[config.mk]
export PLATFORM = sky130hd
export DESIGN_NAME = synth_div_chain
export DESIGN_NICKNAME = d
export VERILOG_FILES = /design/src/rtl/synth_div_pkg.sv /design/src/rtl/sd_fixed_div.sv /design/src/rtl/sd_mod_div.sv /design/src/rtl/sd_out_div.sv /design/src/rtl/sd_test_mux.sv /design/src/rtl/synth_div_chain.sv
export SDC_FILE = /design/constraint.sdc
export NUM_CORES = 1
export LEC_CHECK = 0
export ABC_CLOCK_PERIOD_IN_PS = 2550
export BUFFER_PORTS_ARGS = -buffer_cell sky130_fd_sc_hd__buf_2
export CAP_MARGIN = 20
export CORE_MARGIN = 1.5
export CORE_UTILIZATION = 36
export CTS_CLUSTER_SIZE = 14
export DETAILED_ROUTE_END_ITERATION = 6
export HOLD_SLACK_MARGIN = 0.06
export PLACE_DENSITY_LB_ADDON = 0.08
export SLEW_MARGIN = 20
export SYNTH_ARGS = -nofsm -noshare
export SYNTH_HDL_FRONTEND = slang
export SYNTH_SLANG_ARGS = --single-unit
[constraint.sdc]
create_clock -name clk -period 2.55 [get_ports clk]
set_input_delay 0.255 -clock clk [delete_from_list [all_inputs] [get_ports clk]]
set_output_delay 0.255 -clock clk [all_outputs]
set_load 0.03 [all_outputs]
[src/rtl/synth_div_pkg.sv]
package synth_div_pkg;

    localparam int M_W    = 9;
    localparam int NCODE_W = 2;
    localparam int NR_W   = 4;

    typedef enum logic [2:0] {
        TS_TAP    = 3'b000,
        TS_HIGH   = 3'b001,
        TS_REF    = 3'b010,
        TS_FBHALF = 3'b011,
        TS_OUT    = 3'b100,
        TS_LOW    = 3'b101,
        TS_SERM   = 3'b110,
        TS_OUTQ   = 3'b111
    } test_sel_e;

    typedef struct packed {
        logic ref_clk;
        logic fb_half;
        logic out_clk;
        logic out_div4;
        logic ser_half;
    } div_taps_t;

    function automatic logic [NR_W-1:0] n_ratio(input logic [NCODE_W-1:0] code);
        case (code)
            2'b00:   n_ratio = 4'd2;
            2'b01:   n_ratio = 4'd4;
            2'b10:   n_ratio = 4'd8;
            default: n_ratio = 4'd1;
        endcase
    endfunction

endpackage

[src/rtl/sd_fixed_div.sv]
module sd_fixed_div #(
    parameter int DIV = 16
) (
    input  logic clk,
    input  logic rst,
    input  logic en,
    output logic div_out
);
    localparam int W = $clog2(DIV);

    logic [W-1:0] cnt;

    always_ff @(posedge clk) begin
        if (rst)
            cnt <= '0;
        else if (en)
            cnt <= (cnt == W'(DIV - 1)) ? '0 : cnt + W'(1);
    end

    assign div_out = (cnt >= W'(DIV / 2));

    assert_ref_hold_R1: assert property (@(posedge clk) disable iff (rst)
        (!$past(rst) && !$past(en)) |-> $stable(div_out));

endmodule

[src/rtl/sd_mod_div.sv]
module sd_mod_div #(
    parameter int W = 9
) (
    input  logic         clk,
    input  logic         rst,
    input  logic         en,
    input  logic [W-1:0] ratio,
    output logic         pulse,
    output logic         half
);
    logic [W-1:0] cnt;
    logic [W-1:0] mr;
    logic [W-1:0] eff;
    logic         wrap;

    assign eff  = (ratio == '0) ? W'(1) : ratio;
    assign wrap = (cnt == mr - W'(1));

    always_ff @(posedge clk) begin
        if (rst) begin
            cnt  <= '0;
            mr   <= eff;
            half <= 1'b0;
        end else if (en) begin
            if (wrap) begin
                cnt  <= '0;
                mr   <= eff;
                half <= ~half;
            end else begin
                cnt <= cnt + W'(1);
            end
        end
    end

    assign pulse = wrap;

    assert_cnt_range_R2: assert property (@(posedge clk) disable iff (rst)
        cnt < mr);

    assert_m_at_wrap_R5: assert property (@(posedge clk) disable iff (rst)
        (!$past(rst) && (mr != $past(mr))) |-> $past(en && (cnt == mr - W'(1))));

endmodule

[src/rtl/sd_out_div.sv]
module sd_out_div
    import synth_div_pkg::*;
(
    input  logic               clk,
    input  logic               rst,
    input  logic               en,
    input  logic [NCODE_W-1:0] code,
    output logic               out_clk,
    output logic               out_div4
);
    logic [NR_W-1:0] nr;
    logic [2:0]      pc;
    logic            pulse_r;
    logic [1:0]      q4;
    logic            done;

    assign done = ({1'b0, pc} == nr - NR_W'(1));

    always_ff @(posedge clk) begin
        if (rst) begin
            nr      <= n_ratio(code);
            pc      <= '0;
            pulse_r <= 1'b0;
            q4      <= '0;
        end else begin
            pulse_r <= en;
            if (en) begin
                if (done) begin
                    pc <= '0;
                    nr <= n_ratio(code);
                    q4 <= q4 + 2'd1;
                end else begin
                    pc <= pc + 3'd1;
                end
            end
        end
    end

    assign out_clk  = (nr == NR_W'(1)) ? pulse_r : ({1'b0, pc} >= (nr >> 1));
    assign out_div4 = q4[1];

    assert_pc_range_R3: assert property (@(posedge clk) disable iff (rst)
        {1'b0, pc} < nr);

    assert_n_at_wrap_R6: assert property (@(posedge clk) disable iff (rst)
        (!$past(rst) && (nr != $past(nr))) |-> $past(en && done));

endmodule

[src/rtl/sd_test_mux.sv]
module sd_test_mux
    import synth_div_pkg::*;
(
    input  logic      clk,
    input  logic      rst,
    input  logic      tap,
    input  test_sel_e sel,
    input  div_taps_t taps,
    output logic      test_out
);
    logic pick;

    always_comb begin
        case (sel)
            TS_TAP:    pick = tap;
            TS_HIGH:   pick = 1'b1;
            TS_REF:    pick = taps.ref_clk;
            TS_FBHALF: pick = taps.fb_half;
            TS_OUT:    pick = taps.out_clk;
            TS_LOW:    pick = 1'b0;
            TS_SERM:   pick = taps.ser_half;
            default:   pick = taps.out_div4;
        endcase
    end

    always_ff @(posedge clk) begin
        if (rst)
            test_out <= 1'b0;
        else
            test_out <= pick;
    end

    assert_test_high_R7: assert property (@(posedge clk) disable iff (rst)
        (!$past(rst) && ($past(sel) == TS_HIGH)) |-> test_out);

    assert_test_low_R7: assert property (@(posedge clk) disable iff (rst)
        (!$past(rst) && ($past(sel) == TS_LOW)) |-> !test_out);

    assert_test_tap_R10: assert property (@(posedge clk) disable iff (rst)
        (!$past(rst) && ($past(sel) == TS_TAP)) |-> (test_out == $past(tap)));

endmodule

[src/rtl/synth_div_chain.sv]
module synth_div_chain
    import synth_div_pkg::*;
#(
    parameter int REF_DIV = 16
) (
    input  logic               clk,
    input  logic               rst,
    input  logic               ref_en,
    input  logic               vco_en,
    input  logic               ser_en,
    input  logic               sreg_tap,
    input  logic [M_W-1:0]     m_val,
    input  logic [NCODE_W-1:0] n_code,
    input  logic [2:0]         t_code,
    output logic               ref_clk_out,
    output logic               fb_clk_out,
    output logic               out_clk,
    output logic               test_out
);
    div_taps_t taps;
    logic      ser_pulse;

    sd_fixed_div #(.DIV(REF_DIV)) u_ref (
        .clk(clk), .rst(rst), .en(ref_en), .div_out(taps.ref_clk)
    );

    sd_mod_div #(.W(M_W)) u_fb (
        .clk(clk), .rst(rst), .en(vco_en), .ratio(m_val),
        .pulse(fb_clk_out), .half(taps.fb_half)
    );

    sd_mod_div #(.W(M_W)) u_ser (
        .clk(clk), .rst(rst), .en(ser_en), .ratio(m_val),
        .pulse(ser_pulse), .half(taps.ser_half)
    );

    sd_out_div u_out (
        .clk(clk), .rst(rst), .en(vco_en), .code(n_code),
        .out_clk(taps.out_clk), .out_div4(taps.out_div4)
    );

    sd_test_mux u_mux (
        .clk(clk), .rst(rst), .tap(sreg_tap), .sel(test_sel_e'(t_code)),
        .taps(taps), .test_out(test_out)
    );

    assign ref_clk_out = taps.ref_clk;
    assign out_clk     = taps.out_clk;

    assert_reset_clear_R11: assert property (@(posedge clk)
        $past(rst) |-> (!ref_clk_out && !test_out && !taps.fb_half && !taps.out_div4));

endmodule

==> results.txt <==
Skew-Pair Late Insertion Delay = 0.30 ns
Final setup violation count = 1
GRT Overall Usage = 14.9%
Slew Viols, Final = 0
Fmax achieved = 0.390 GHz
HPWL after DPL = 4630 um
Antenna Cells = 0
Layout cells sized above 1 = 22.8%
Worst r2r src = u_ser.mr[6]
Reg-to-reg slack, setup = -0.02 ns
Critical Path Start Type = flip-flop
Max incr delay on CP = 0.54 ns
Fin crit share = 101%
Worst setup path endpoint = u_ser.mr[3]
Num CTS Buffers = 5
Leakage = 1.35 nW
Placed insts = 444
Worst slew margin relative to its limit = 62.7%
Post-synth EDFFs = 22
Synth warnings = 0
Data arrival time of the worst path = 2.60 ns
Hold Crit Class = in2reg
Worst setup EP type = flip-flop
Outcome = complete, but fails checks
Worst r2r dst = u_ser.mr[3]
Reg2reg path depth = 6
Req. time, crit path = 2.58 ns
Vias per cell = 5.14
Overall die width = 93.6 um
Final min period = 2.57 ns
Syn avg cell area = 9.56 um^2
Crit path kind = reg2reg
Core region area = 0.00785 mm^2
Core Util, Final = 45.4%
FF+latch count, synth = 53
Commonest non-fill, non-tap cell in the layout = dfxtp_1
# clock sinks = 53
Clock Tree Buf Depth = 2
Most frequent cells in the layout = dfxtp_1, buf_4, nor2_1, nand2_1
Post-synthesis sequential area ratio = 43.4%
Crit path depth = 6
Chip height = 93.6 um
Synthesis-to-layout area growth = 20.5%
Vias in the first global route = 2,130
Syn Nets = 341
Via count = 2,353
Non-filler cells, final = 458
Worst-path clk slew = 0.09 ns
Worst-Margin Slew = 0.551 ns
FILL cells = 785
Peak VDD IR = 0.211 mV
Post-Route WL = 6420 um
Clk_skew = 0.00688 ns
Failing checks = setup timing
Initial antenna violation count = 0
CTS tree = built
Largest net degree at the start of global routing = 26
CP bufs+invs = 1
Unique masters post-synth = 49
DRT antenna net count = 0
FF+latch area = 0.00128 mm^2
Hold Buf Count CTS = 0
Clk root buf = clkbuf_8
Syn Inst Count = 309
Area of the multi-input gates = 0.00161 mm^2
Post-Place Worst Slack = -0.000192 ns
Max Cap Violations = 0
Async SR Flop Fraction = 0%
Setup WS post-layout = -0.0158 ns
Initial core utilization = 37.6%
CP max FO = 7
Input/output buffers = 23
I/O Pins = 24
Initial DRC count = 96
RSZ-0062 raised after global routing = true
H-tree Lvls = 2
Std-Cell Rows = 32
Grt total ovfl = 0
Slowest-stage cell, CP = or4_4
GPL Wtd Cong = 0.779
P per Cell Area = 475 mW/mm^2
CP top delay family = simple AND/OR/NAND/NOR gates
Mapped Area = 0.00295 mm^2
DRC violations left = 0
Routed wire length per instance = 14.0 um
Final hold violation count = 0
Primary FF master, synth = dfxtp_1
Crit. Startpoint = u_ser.mr[6]
First-pass GRT wire length = 10,200 um
Nets = 387
Critical Path, Cell by Cell = or4_4, or3_1, a21o_1, a221o_1, o31ai_4, clkbuf_16
First drt pass iteration count = 4
Die Footprint = 0.00876 mm^2
==> synth_stat cells, types with 3 or more instances <==
master | number | area, um^2
nor4_1 | 4 | 25.0
or2_2 | 3 | 18.8
o31ai_1 | 3 | 22.5
nand4_1 | 6 | 37.5
nor2b_1 | 6 | 37.5
mux2i_1 | 4 | 40.0
a31oi_1 | 3 | 18.8
o211ai_1 | 5 | 37.5
xor2_1 | 20 | 175
ha_1 | 12 | 150
a21oi_1 | 13 | 65.1
dfxtp_1 | 31 | 621
clkbuf_1 | 14 | 52.6
nor3_1 | 18 | 90.1
o311ai_0 | 3 | 26.3
and3_1 | 4 | 25.0
edfxtp_1 | 22 | 661
o21ai_0 | 6 | 30.0
nand2b_1 | 6 | 37.5
inv_1 | 17 | 63.8
nor2_1 | 26 | 97.6
a21o_1 | 3 | 22.5
xnor2_1 | 20 | 175
nand3b_1 | 3 | 22.5
nand2_1 | 24 | 90.1
o22ai_1 | 4 | 25.0
==> power by group <==
group | switching, mW | total (mW) | internal (mW)
sequential | 0.0395 | 0.961 | 0.922
clock | 0.263 | 0.459 | 0.196
combinational | 0.140 | 0.270 | 0.130
total | 0.443 | 1.69 | 1.25
==> metal layers <==
layer	vias up	share of wire, %	global-route usage [%]
met5	-	0	0
met4	0	0.58	4.10
met3	2	2.9	2.44
met2	37	46	23.7
met1	1117	51	20.9
li1	1197	-	-
==> sequential cells by signal, indices dropped and copies added (netlist names), 2 cells and up <==
register   cells
u_fb.mr        9
u_ser.mr       9
u_fb.cnt       9
u_out.pc       3
u_ref.cnt      4
u_out.nr       4
u_out.q4       2
u_ser.cnt      9
==> kinds of logic after synthesis <==
| kind of cell | after synthesis | share of synthesized area [%] |
|---|---|---|
| AND/OR/NAND/NOR | 112 | 19.7 |
| XOR/XNOR | 40 | 11.9 |
| buffers and inverters | 32 | 4.11 |
| multiplexers | 5 | 1.74 |
| AO/OA/AOI/OAI | 55 | 14.2 |
| adder cells (fa/ha/maj) | 12 | 5.08 |
| flip-flops | 53 | 43.4 |
==> cell type report <==
class | instances | share of cell area [%]
Clock buffer | 8 | 2.25
Multi-Input combinational cell | 224 | 45.2
Sequential cell | 53 | 36.0
Tap cell | 102 | 3.58
Timing Repair Buffer | 54 | 11.2
Inverter | 17 | 1.79
==> through the flow <==
| step | power, mW | hold slack [ns] | TNS, ns | instance area [um^2] |
|---|---|---|---|---|
| after floorplan | 1.14 | 0.345 | -1.95 | 2970 |
| final | 1.69 | 0.149 | -0.0158 | 3560 |
| after detailed placement | 1.23 | 0.469 | -0.000509 | 3340 |
| after CTS | 1.70 | 0.144 | -0.115 | 3460 |
| after global placement | 1.23 | 0.482 | 0 | 3340 |
| after global routing | 1.77 | 0.162 | -0.579 | 3560 |
==> how the worst min path moves through the flow <==
stage	cells past startpoint	from	slack (ns)	end
6_report	2	t_code[2]	0.15	u_mux.test_out
3_5_place_dp	2	t_code[2]	0.47	u_mux.test_out
4_1_cts	2	t_code[2]	0.14	u_mux.test_out
5_1_grt	2	t_code[2]	0.16	u_mux.test_out
3_3_place_gp	2	t_code[2]	0.48	u_mux.test_out
2_1_floorplan	1	t_code[2]	0.34	u_mux.test_out
==> repair_timing <==
action / in CTS / in global routing
gates cloned: 0 / 1
gates resized for setup: 4 / 16
pin swaps: 2 / 8
setup buffers: 4 / 2
setup endpoints to repair: 10 / 28
Power figures use the tool's default switching activity.
